--- src/rtl/dpc_pkg.sv ---
// Shared widths and token types for the int8 dot-product chain.
// Assumes a fixed two-way SIMD organisation of signed 8-bit lanes.
package dpc_pkg;
    localparam int LANES  = 2;
    localparam int ELEM_W = 8;
    localparam int PROD_W = 2 * ELEM_W;
    localparam int PSUM_W = 24;

    // Token accepted at the chain input: one element per lane.
    typedef struct packed {
        logic                          last;
        logic [LANES-1:0][ELEM_W-1:0]  w;
        logic [LANES-1:0][ELEM_W-1:0]  a;
    } in_tok_t;

    // Token carried between stages: one 24-bit partial sum per lane.
    typedef struct packed {
        logic                          last;
        logic [LANES-1:0][PSUM_W-1:0]  p;
    } psum_tok_t;
endpackage

--- src/rtl/dpc_fifo.sv ---
// Point-to-point link FIFO between two chain stages.
// Assumes the writer pushes only when not full and the reader pops only
// when not empty; read data is the head entry, valid while not empty.
module dpc_fifo #(
    parameter int WIDTH = 8,
    parameter int DEPTH = 2
) (
    input  logic             clk,
    input  logic             rst_n,
    input  logic             push,
    input  logic [WIDTH-1:0] wdata,
    output logic             full,
    input  logic             pop,
    output logic [WIDTH-1:0] rdata,
    output logic             empty
);
    localparam int AW = (DEPTH > 1) ? $clog2(DEPTH) : 1;
    localparam int CW = $clog2(DEPTH + 1);
    localparam logic [AW-1:0] PTR_MAX = AW'(DEPTH - 1);

    logic [WIDTH-1:0] mem [DEPTH];
    logic [AW-1:0]    wp, rp;
    logic [CW-1:0]    cnt;

    // Storage write; data needs no reset because cnt gates its use.
    always_ff @(posedge clk) begin
        if (push) mem[wp] <= wdata;
    end

    // Pointer and occupancy update.
    always_ff @(posedge clk) begin
        if (!rst_n) begin
            wp  <= '0;
            rp  <= '0;
            cnt <= '0;
        end else begin
            if (push) wp <= (wp == PTR_MAX) ? '0 : wp + 1'b1;
            if (pop)  rp <= (rp == PTR_MAX) ? '0 : rp + 1'b1;
            case ({push, pop})
                2'b10:   cnt <= cnt + 1'b1;
                2'b01:   cnt <= cnt - 1'b1;
                default: cnt <= cnt;
            endcase
        end
    end

    assign full  = (cnt == CW'(DEPTH));
    assign empty = (cnt == '0);
    assign rdata = mem[rp];

    // the stage feeding this link never writes into a full FIFO.
    a_r7_no_push_full: assert property (@(posedge clk) disable iff (!rst_n)
        push |-> !full);
    // the stage draining this link never reads an empty FIFO.
    a_r7_no_pop_empty: assert property (@(posedge clk) disable iff (!rst_n)
        pop |-> !empty);
    // occupancy stays within the storage.
    a_r7_count_bound: assert property (@(posedge clk) disable iff (!rst_n)
        cnt <= CW'(DEPTH));
endmodule

--- src/rtl/dpc_mac.sv ---
// Head stage: two-way SIMD signed 8x8 multiply, each product widened
// to a 24-bit partial sum. Purely combinational; the following link
// FIFO provides the stage register.
module dpc_mac
    import dpc_pkg::*;
(
    input  in_tok_t   tok_in,
    output psum_tok_t tok_out
);
    // Per-lane signed product, sign-extended into the partial-sum width.
    always_comb begin
        tok_out.last = tok_in.last;
        for (int l = 0; l < LANES; l++) begin
            logic signed [PROD_W-1:0] prod;
            prod = $signed(tok_in.w[l]) * $signed(tok_in.a[l]);
            tok_out.p[l] = {{(PSUM_W - PROD_W){prod[PROD_W-1]}}, prod};
        end
    end
endmodule

--- src/rtl/dpc_accum.sv ---
// Tail stage: two-way 24-bit accumulation of lane partial sums, and a
// final add of the lane totals into one result per vector.
// Assumes every vector is TOKS tokens long with last on the final one.
module dpc_accum
    import dpc_pkg::*;
#(
    parameter int TOKS = 16
) (
    input  logic              clk,
    input  logic              rst_n,
    input  logic              tok_valid,
    input  psum_tok_t         tok,
    output logic              tok_take,
    output logic              res_valid,
    input  logic              res_ready,
    output logic [PSUM_W-1:0] res_data
);
    localparam int CW = (TOKS > 1) ? $clog2(TOKS) : 1;
    localparam logic [CW-1:0] LAST_IDX = CW'(TOKS - 1);

    logic [LANES-1:0][PSUM_W-1:0] acc;
    logic [LANES-1:0][PSUM_W-1:0] nxt;
    logic [PSUM_W-1:0]            total;
    logic [CW-1:0]                cnt;

    // A last token waits while an untaken result still occupies the output.
    assign tok_take = tok_valid && !(tok.last && res_valid && !res_ready);

    // Two-way lane add, then the lane totals folded into one sum.
    always_comb begin
        total = '0;
        for (int l = 0; l < LANES; l++) begin
            nxt[l] = acc[l] + tok.p[l];
            total  = total + nxt[l];
        end
    end

    // Accumulator, token position and result register update.
    always_ff @(posedge clk) begin
        if (!rst_n) begin
            acc       <= '0;
            cnt       <= '0;
            res_valid <= 1'b0;
            res_data  <= '0;
        end else begin
            if (res_valid && res_ready) res_valid <= 1'b0;
            if (tok_take) begin
                if (tok.last) begin
                    acc       <= '0;
                    cnt       <= '0;
                    res_valid <= 1'b1;
                    res_data  <= total;
                end else begin
                    acc <= nxt;
                    cnt <= cnt + 1'b1;
                end
            end
        end
    end

    // accumulators start from zero after a vector completes.
    a_r4_clear_after_last: assert property (@(posedge clk) disable iff (!rst_n)
        (tok_take && tok.last) |=> (acc == '0));
    // an untaken result is held unchanged.
    a_r5_result_hold: assert property (@(posedge clk) disable iff (!rst_n)
        (res_valid && !res_ready) |=> (res_valid && $stable(res_data)));
    // the last flag arrives on the final token of the vector.
    a_r8_last_position: assert property (@(posedge clk) disable iff (!rst_n)
        (tok_take && tok.last) |-> (cnt == LAST_IDX));
    // a vector never runs past its token count without a last flag.
    a_r8_no_overrun: assert property (@(posedge clk) disable iff (!rst_n)
        (tok_take && !tok.last) |-> (cnt != LAST_IDX));
endmodule

--- src/rtl/dpc_int8_chain.sv ---
// Top of the int8 dot-product chain: head multiply stage, relay stages
// and the tail accumulator, every neighbour pair joined by a link FIFO.
// Assumes NUM_STAGES >= 3 and VEC_ELEMS a multiple of the lane count.
module dpc_int8_chain
    import dpc_pkg::*;
#(
    parameter int NUM_STAGES = 12,
    parameter int FIFO_DEPTH = 2,
    parameter int VEC_ELEMS  = 32
) (
    input  logic                      clk,
    input  logic                      rst_n,
    input  logic                      in_valid,
    output logic                      in_ready,
    input  logic [LANES*ELEM_W-1:0]   in_w,
    input  logic [LANES*ELEM_W-1:0]   in_a,
    input  logic                      in_last,
    output logic                      res_valid,
    input  logic                      res_ready,
    output logic [PSUM_W-1:0]         res_data
);
    localparam int TOKS  = VEC_ELEMS / LANES;
    localparam int IN_W  = $bits(in_tok_t);
    localparam int PS_W  = $bits(psum_tok_t);
    localparam int LAST  = NUM_STAGES - 1;

    // Link 0 carries raw operand tokens into the head stage.
    in_tok_t          in_tok, head_tok;
    logic [IN_W-1:0]  f0_rdata;
    logic             f0_full, f0_empty, f0_pop, f0_push;

    // Links 1..LAST carry partial-sum tokens.
    logic [LAST:1]    lk_push, lk_pop, lk_full, lk_empty;
    logic [PS_W-1:0]  lk_wdata [LAST:1];
    logic [PS_W-1:0]  lk_rdata [LAST:1];
    psum_tok_t        mac_out, tail_tok;
    logic             tail_take;

    assign in_tok   = '{last: in_last, w: in_w, a: in_a};
    assign in_ready = !f0_full;
    assign f0_push  = in_valid && !f0_full;

    dpc_fifo #(.WIDTH(IN_W), .DEPTH(FIFO_DEPTH)) u_link0 (
        .clk   (clk),
        .rst_n (rst_n),
        .push  (f0_push),
        .wdata (in_tok),
        .full  (f0_full),
        .pop   (f0_pop),
        .rdata (f0_rdata),
        .empty (f0_empty)
    );

    assign head_tok = in_tok_t'(f0_rdata);

    dpc_mac u_head (
        .tok_in  (head_tok),
        .tok_out (mac_out)
    );

    // Head stage moves a token when its input has one and its output has room.
    assign f0_pop      = !f0_empty && !lk_full[1];
    assign lk_push[1]  = f0_pop;
    assign lk_wdata[1] = mac_out;

    genvar k;
    generate
        for (k = 1; k <= LAST; k++) begin : g_link
            dpc_fifo #(.WIDTH(PS_W), .DEPTH(FIFO_DEPTH)) u_link (
                .clk   (clk),
                .rst_n (rst_n),
                .push  (lk_push[k]),
                .wdata (lk_wdata[k]),
                .full  (lk_full[k]),
                .pop   (lk_pop[k]),
                .rdata (lk_rdata[k]),
                .empty (lk_empty[k])
            );
        end
        for (k = 1; k < LAST; k++) begin : g_relay
            // Relay stage: forward the head token when the next link has room.
            assign lk_pop[k]     = !lk_empty[k] && !lk_full[k+1];
            assign lk_push[k+1]  = lk_pop[k];
            assign lk_wdata[k+1] = lk_rdata[k];
        end
    endgenerate

    assign tail_tok     = psum_tok_t'(lk_rdata[LAST]);
    assign lk_pop[LAST] = tail_take;

    dpc_accum #(.TOKS(TOKS)) u_tail (
        .clk       (clk),
        .rst_n     (rst_n),
        .tok_valid (!lk_empty[LAST]),
        .tok       (tail_tok),
        .tok_take  (tail_take),
        .res_valid (res_valid),
        .res_ready (res_ready),
        .res_data  (res_data)
    );
endmodule

--- config.mk ---
export PLATFORM = sky130hd
export DESIGN_NAME = dpc_int8_chain
export DESIGN_NICKNAME = d
export VERILOG_FILES = /design/src/rtl/dpc_pkg.sv /design/src/rtl/dpc_fifo.sv /design/src/rtl/dpc_mac.sv /design/src/rtl/dpc_accum.sv /design/src/rtl/dpc_int8_chain.sv
export SDC_FILE = /design/constraint.sdc
export NUM_CORES = 1
export LEC_CHECK = 0
export BUFFER_PORTS_ARGS = -buffer_cell sky130_fd_sc_hd__buf_2
export CELL_PAD_IN_SITES_DETAIL_PLACEMENT = 0
export CELL_PAD_IN_SITES_GLOBAL_PLACEMENT = 1
export CORE_AREA = 10 10 314 316
export DETAILED_ROUTE_END_ITERATION = 8
export DIE_AREA = 0 0 324 326
export PLACE_DENSITY = 0.93
export SKIP_LAST_GASP = 1
export SLEW_MARGIN = 20
export SYNTH_ARGS = -nofsm -noshare
export SYNTH_HDL_FRONTEND = slang
export SYNTH_HIERARCHICAL = 1
export SYNTH_SLANG_ARGS = --single-unit
--- constraint.sdc ---
create_clock -name clk -period 10.25 [get_ports clk]
set_clock_uncertainty 0.1 [all_clocks]
set_input_delay 0.5125 -clock clk [delete_from_list [all_inputs] [get_ports clk]]
set_output_delay 0.5125 -clock clk [all_outputs]
set_load 0.02 [all_outputs]
==> impl_metrics.json, run 1 <==
{
  "grt_max_degree": 60,
  "critical_path.reg2reg.endpoint": "u_tail/res_data[23]",
  "clockRootBuffer": "sky130_fd_sc_hd__clkbuf_16",
  "synthesized_area_divided_by_synthesized_cell_count_um2": 16.4,
  "detail_route.iter0.violations": 1496,
  "achievable-frequency_mhz": 174,
  "most_repeated_cell_in_the_gate_level_netlist_after_synthesis": "sky130_fd_sc_hd__edfxtp_1",
  "worstHoldStart": "res_ready",
  "wl_per_cell_um": 18.4,
  "hold-worst-slack_ns": 0.0705,
  "drc_errors": 0,
  "synth_top_cell_area_share": 0.626,
  "final_antenna_net_count": 0,
  "first_pass_grt_wire_length_mm": 145,
  "synth.net_count": 3633,
  "drive_above_1_share": 0.255,
  "detail_route.vias_per_cell": 5.48,
  "synthesis.yosys.warnings": 6,
  "fin_setup_tns_ns": 0,
  "vias": 26200,
  "path_class_of_the_lowest_slack_min_delay_path": "input port to flip-flop",
  "core_um2": 92500,
  "synth.lib_cells_used.distinct": 76,
  "hold_depth": 3,
  "synth_top_flop_cell": "sky130_fd_sc_hd__edfxtp_1",
  "register_area_share_after_synthesis": 0.675,
  "sum_of_overflow_across_all_layers_after_global_routing": 0,
  "cts_max_path_buffers": 3,
  "post_synthesis_instance_area_um2": 54800,
  "fin_crit_period_ns": 5.74,
  "synthesis.instances": 3344,
  "std_cell_rows": 112,
  "post_cts_resized": 0,
  "worst-setup-path-type": "flip-flop to flip-flop",
  "die_outline_area_um2": 106000,
  "cts.sinks": 1277,
  "synth_edf_count": 1144,
  "maxCapViolations": 0,
  "yosys-top-cells-count": "sky130_fd_sc_hd__edfxtp_1, sky130_fd_sc_hd__mux2_2, sky130_fd_sc_hd__inv_1",
  "finalWirelength_mm": 88.0,
  "worst_reg_to_reg_path_cell_count": 23,
  "final_min_period_over_clock_period": 0.560,
  "layout.core_utilization": 0.658,
  "hold_path_end": "u_tail/res_valid",
  "synth_largest_area_cell": "sky130_fd_sc_hd__edfxtp_1",
  "clkLatencyLatePin_ns": 0.70,
  "areaGrowthSynthToFinish_pct": 11.0,
  "finalWeightedCongestion": 0.841,
  "pre_repair_dr_iteration_count": 5,
  "synth.top_cells.by_area": "sky130_fd_sc_hd__edfxtp_1, sky130_fd_sc_hd__mux2_2, sky130_fd_sc_hd__dfxtp_1, sky130_fd_sc_hd__fa_1, sky130_fd_sc_hd__ha_1",
  "pin_count": 63,
  "antenna_found_initial": 0,
  "detailed_place_hpwl_mm": 54.5,
  "postSynth.asyncResetShare": 0,
  "htreeDepth": 3,
  "tritoncts_clock_tree": "done",
  "worst-r2r-setup-slack_ns": 4.51,
  "die_height_um": 326,
  "fill_cells": 5997,
  "report.final.setup_viol": 0,
  "timing.final.hold_violations": 0,
  "port_buffers": 62,
  "rsz0062_at_grt": "false",
  "antenna-diode-count": 0,
  "run_status": "complete, no violations",
  "worstPathArrival_ns": 6.23,
  "yosys_register_bits": 1277,
  "fp.dieW_um": 324,
  "critical_path.max_fanout": 49,
  "grt_util_all_layers": 0.168,
  "setup.worst_path.end_class": "flip-flop",
  "count_of_pins_over_their_slew_limit": 0,
  "max_slew_margin": 0.309,
  "worst_ep_required_time_ns": 10.73,
  "clk_transition_reported_paths_ns": 0.06,
  "critical_path.startpoint_type": "flip-flop",
  "start_util": 0.593,
  "tightest_slew_ns": 1.03,
  "number_of_buffers_added_by_the_clock_tree_synthesis_step": 120,
  "finish.net_count": 3775,
  "grt_pass1_vias": 27600
}
==> cells in the final DEF, fill, tap and decap left out, types with 15 or more instances in the layout <==
cell	count
sky130_fd_sc_hd__nor3_1	15
sky130_fd_sc_hd__and2_1	135
sky130_fd_sc_hd__xnor2_1	80
sky130_fd_sc_hd__clkinv_1	27
sky130_fd_sc_hd__o21ai_0	51
sky130_fd_sc_hd__a21o_1	25
sky130_fd_sc_hd__nand3_1	25
sky130_fd_sc_hd__edfxtp_1	1144
sky130_fd_sc_hd__nand2b_1	17
sky130_fd_sc_hd__a21oi_1	53
sky130_fd_sc_hd__mux2_2	573
sky130_fd_sc_hd__clkbuf_16	120
sky130_fd_sc_hd__nor2b_1	71
sky130_fd_sc_hd__nand2_1	93
sky130_fd_sc_hd__buf_4	25
sky130_fd_sc_hd__dlygate4sd3_1	33
sky130_fd_sc_hd__bufinv_16	18
sky130_fd_sc_hd__buf_2	61
sky130_fd_sc_hd__o21a_1	32
sky130_fd_sc_hd__xor2_1	42
sky130_fd_sc_hd__ha_1	139
sky130_fd_sc_hd__dfxtp_1	122
sky130_fd_sc_hd__nor2_1	67
sky130_fd_sc_hd__a22oi_1	35
sky130_fd_sc_hd__clkinv_2	15
sky130_fd_sc_hd__clkbuf_1	24
sky130_fd_sc_hd__fa_1	113
sky130_fd_sc_hd__or3_1	15
sky130_fd_sc_hd__inv_1	196
==> critical path: stages (launching register included) <==
cell and delay, ns:
sky130_fd_sc_hd__dfxtp_2 0.31, sky130_fd_sc_hd__buf_4 0.51, sky130_fd_sc_hd__mux2_2 0.41, sky130_fd_sc_hd__ha_1 0.24, sky130_fd_sc_hd__fa_1 0.41, sky130_fd_sc_hd__a21o_1 0.19, sky130_fd_sc_hd__a21oi_1 0.22, sky130_fd_sc_hd__o21bai_1 0.09
sky130_fd_sc_hd__a21oi_1 0.39, sky130_fd_sc_hd__o21ai_1 0.16, sky130_fd_sc_hd__o21a_1 0.19, sky130_fd_sc_hd__nor2_1 0.11, sky130_fd_sc_hd__xnor2_1 0.16, sky130_fd_sc_hd__ha_1 0.31, sky130_fd_sc_hd__o21a_1 0.19, sky130_fd_sc_hd__o21a_1 0.19
sky130_fd_sc_hd__o21ai_1 0.21, sky130_fd_sc_hd__a31oi_4 0.06, sky130_fd_sc_hd__a311o_2 0.43, sky130_fd_sc_hd__o21ai_1 0.14, sky130_fd_sc_hd__o2bb2ai_1 0.14, sky130_fd_sc_hd__xor2_1 0.20, sky130_fd_sc_hd__nand3_1 0.09, sky130_fd_sc_hd__nor3b_2 0.15
==> what timing repair did <==
action	4_1_cts	5_1_grt
hold buffers	33	0
setup buffers	0	0
endpoints found under the hold margin	66	0
==> flip-flops by register name (all words and copies together) (netlist names), named ones only <==
signal	flops
g_link.u_link/mem	1078
u_link0/mem	66
u_tail/acc	48
u_tail/res_data	24
g_link.u_link/cnt	22
g_link.u_link/rp	11
g_link.u_link/wp	11
u_link0/cnt	2
u_link0/rp	1
u_link0/wp	1
u_tail/res_valid	1
==> routing by layer <==
| metal | GRT usage | wire length, um |
|---|---|---|
| met4 | 0.0458 | 1990 |
| met3 | 0.0272 | 2930 |
| met5 | 0 | 0 |
| met1 | 0.200 | 35800 |
| met2 | 0.312 | 47300 |
==> layout make-up <==
| cell class | count | area [um^2] | area share |
|---|---|---|---|
| Sequential cell | 1277 | 37000 | 0.609 |
| Multi-Input combinational cell | 1769 | 16600 | 0.273 |
| Clock buffer | 147 | 3130 | 0.0515 |
| Tap cell | 1197 | 1500 | 0.0246 |
| Clock inverter | 77 | 936 | 0.0154 |
| Timing Repair Buffer | 121 | 863 | 0.0142 |
| Inverter | 197 | 739 | 0.0121 |
==> worst max-delay path by stage <==
| stage | to | slack, ns | cells past startpoint |
|---|---|---|---|
| 3_3_place_gp | g_link[1].u_link/mem[0][19] | 4.35 | 18 |
| 3_5_place_dp | g_link[1].u_link/mem[1][17] | 4.16 | 18 |
| 4_1_cts | g_link[1].u_link/mem[1][16] | 4.16 | 18 |
| 2_1_floorplan | g_link[1].u_link/mem[0][16] | 5.06 | 20 |
| 5_1_grt | u_tail/res_data[23] | 4.19 | 23 |
| 6_report | u_tail/res_data[23] | 4.51 | 23 |
==> logic make-up after synthesis <==
group	Yosys count	synth area share
AO/OA/AOI/OAI	307	0.0393
multiplexers	575	0.118
AND/OR/NAND/NOR	510	0.0507
adder cells (fa/ha/maj)	252	0.0730
buffers and inverters	298	0.0241
flip-flops	1277	0.675
XOR/XNOR	125	0.0201
==> metrics by stage <==
stage	area [um^2]	instances	setup slack, ns
2_1_floorplan	54800	3344	5.06
3_3_place_gp	56400	4526	4.35
3_5_place_dp	56400	4528	4.16
4_1_cts	60800	4785	4.16
5_1_grt	60900	4785	4.19
6_report	60900	4785	4.51
Power of run 1 is left out: the tool's default activity adds up to more than one toggle a clock period on the data nets, which glitch-free logic cannot reach.
==> run 2, diff against run 1 <==
Settings changed: CORE_AREA 10 10 314 316 to 10 10 343 345, DIE_AREA 0 0 324 326 to 0 0 353 355, PLACE_DENSITY 0.93 to 0.83.
Clock period 10.25 ns to 5.25 ns, I/O delays scaled along.
==> impl_metrics.json, run 2 (same netlist as run 1, synthesis figures left out) <==
{
  "run_status": "complete, no violations",
  "drc_errors": 0,
  "worst_reg_to_reg_path_cell_count": 17,
  "max_slew_margin": 0.510,
  "detailed_place_hpwl_mm": 55.2,
  "critical_path.cell_chain": "buf_12 -> buf_8 -> mux2_2 -> and2_1 -> fa_1 -> fa_1 -> fa_1 -> inv_1 -> fa_1 -> inv_1 -> ha_1 -> a21oi_1 -> nand3_2 -> a21oi_2 -> o21ai_1 -> xnor2_1 -> buf_6",
  "cp_slowest_cell": "sky130_fd_sc_hd__fa_1",
  "tightest_slew_ns": 0.734,
  "worstPathBufferInverterCount": 5,
  "worst-setup-path-type": "flip-flop to flip-flop",
  "finalWeightedCongestion": 0.814,
  "grt_util_all_layers": 0.134,
  "final-instance-count-excl-fill": 5163,
  "setup.worst_path.end_class": "flip-flop",
  "fin_crit_period_ns": 5.05,
  "fill_cells": 8324,
  "clk_transition_reported_paths_ns": 0.06,
  "port_buffers": 62,
  "placed_cells": 4893,
  "die_outline_area_um2": 125000,
  "worst_ep_required_time_ns": 5.60,
  "antenna_found_initial": 1,
  "vias": 26100,
  "fp.dieW_um": 353,
  "critical_path.reg2reg.endpoint": "g_link[1].u_link/mem[1][40]",
  "max_stage_delay_ns": 0.56,
  "worst-r2r-setup-slack_ns": 0.20,
  "final_common_cell": "sky130_fd_sc_hd__edfxtp_1",
  "final_min_period_over_clock_period": 0.962,
  "drive_above_1_share": 0.275,
  "top_reg_by_flops": "g_link.u_link/mem",
  "pin_count": 63,
  "largest_register_ffs": 1078,
  "start_util": 0.497,
  "wl_per_cell_um": 16.4,
  "finalWirelength_mm": 84.5,
  "areaGrowthSynthToFinish_pct": 12.7,
  "critical_path.startpoint_type": "flip-flop",
  "timing.final.hold_violations": 0,
  "achievable-frequency_mhz": 198,
  "layout_common_cells": "sky130_fd_sc_hd__edfxtp_1, sky130_fd_sc_hd__mux2_2, sky130_fd_sc_hd__inv_1",
  "detail_route.iter0.violations": 1306,
  "finish.net_count": 3860,
  "core_um2": 110000,
  "critical_path.max_fanout": 18,
  "clkLatencyLatePin_ns": 0.71,
  "path_class_of_the_lowest_slack_min_delay_path": "input port to flip-flop",
  "largest_registers": "g_link.u_link/mem: 1078 flops, u_link0/mem: 66 flops, u_tail/acc: 48 flops",
  "pre_repair_dr_iteration_count": 5,
  "cts_max_path_buffers": 3,
  "tritoncts_clock_tree": "done",
  "number_of_cells_on_the_critical_path": 17,
  "count_of_pins_over_their_slew_limit": 0,
  "htreeDepth": 3,
  "grt_pass1_vias": 27400,
  "first_pass_grt_wire_length_mm": 141,
  "std_cell_rows": 122,
  "worst_setup_path_endpoint": "g_link[1].u_link/mem[1][40]",
  "worstPathArrival_ns": 5.40,
  "maxCapViolations": 0,
  "critical-path-top-cell-by-count": "sky130_fd_sc_hd__fa_1",
  "clockRootBuffer": "sky130_fd_sc_hd__clkbuf_16",
  "report.final.setup_viol": 0,
  "sum_of_overflow_across_all_layers_after_global_routing": 0,
  "rsz0062_at_grt": "true",
  "critical-path-top-delay-family": "adder cells",
  "cts.sinks": 1277,
  "grt_max_degree": 68,
  "detail_route.vias_per_cell": 5.06,
  "antenna-diode-count": 0,
  "final_antenna_net_count": 0,
  "die_height_um": 355,
  "layout.core_utilization": 0.560,
  "number_of_buffers_added_by_the_clock_tree_synthesis_step": 121
}
## run 2: area by class of cell
type / count / area [um^2] / area share
sequential: 1277 / 37000 / 0.599
multi-input combinational: 1769 / 16800 / 0.271
clock buffer: 174 / 3370 / 0.0545
tap: 1488 / 1860 / 0.0301
timing repair buffer: 205 / 1540 / 0.0248
inverter: 197 / 739 / 0.0120
clock inverter: 53 / 494 / 0.00800
## run 2: worst reg2reg max path, stage by stage (launching register included)
cell and delay, ns:
sky130_fd_sc_hd__dfxtp_1 0.35, sky130_fd_sc_hd__buf_12 0.15, sky130_fd_sc_hd__buf_8 0.17, sky130_fd_sc_hd__mux2_2 0.45, sky130_fd_sc_hd__and2_1 0.21, sky130_fd_sc_hd__fa_1 0.56
sky130_fd_sc_hd__fa_1 0.46, sky130_fd_sc_hd__fa_1 0.49, sky130_fd_sc_hd__inv_1 0.05, sky130_fd_sc_hd__fa_1 0.47, sky130_fd_sc_hd__inv_1 0.04, sky130_fd_sc_hd__ha_1 0.35
sky130_fd_sc_hd__a21oi_1 0.18, sky130_fd_sc_hd__nand3_2 0.15, sky130_fd_sc_hd__a21oi_2 0.19, sky130_fd_sc_hd__o21ai_1 0.11, sky130_fd_sc_hd__xnor2_1 0.14, sky130_fd_sc_hd__buf_6 0.16
## run 2: stage by stage
stage	cell area (um^2)	hold WS [ns]	setup WS, ns	TNS [ns]
after floorplan	54800	0.261	0.0572	0
after global placement	57300	0.347	-0.333	-6.00
after detailed placement	57300	0.353	-0.425	-7.68
after CTS	61600	0.117	0.00907	0
after global routing	61800	0.141	-0.0659	-0.106
final	61800	0.175	0.199	0
## run 2: how the worst min path moves through the flow
stage	start	end	depth (start not counted)
3_3_place_gp	u_tail/res_data[5]	u_tail/res_data[5]	2
6_report	in_a[4]	u_link0/mem[0][4]	2
3_5_place_dp	u_tail/res_data[2]	u_tail/res_data[2]	2
4_1_cts	in_a[6]	u_link0/mem[1][6]	2
5_1_grt	in_a[14]	u_link0/mem[1][14]	2
2_1_floorplan	in_a[0]	u_link0/mem[0][0]	0
## run 2: timing repair
| action | CTS | global route |
|---|---|---|
| setup buffers | 0 | 6 |
| setup endpoints to repair | 19 | 42 |
| gates resized for setup | 4 | 34 |
| hold buffers | 37 | 0 |
| pin swaps | 1 | 10 |
| endpoints found under the hold margin | 76 | 0 |
## run 2: routing by layer
layer,vias up,wire [um],track usage
met2,319,42700,0.239
met4,0,2150,0.0408
met3,157,2590,0.0231
li1,12800,-,-
met1,12900,37000,0.167
met5,-,0,0
Power of run 2 is left out for the same reason.
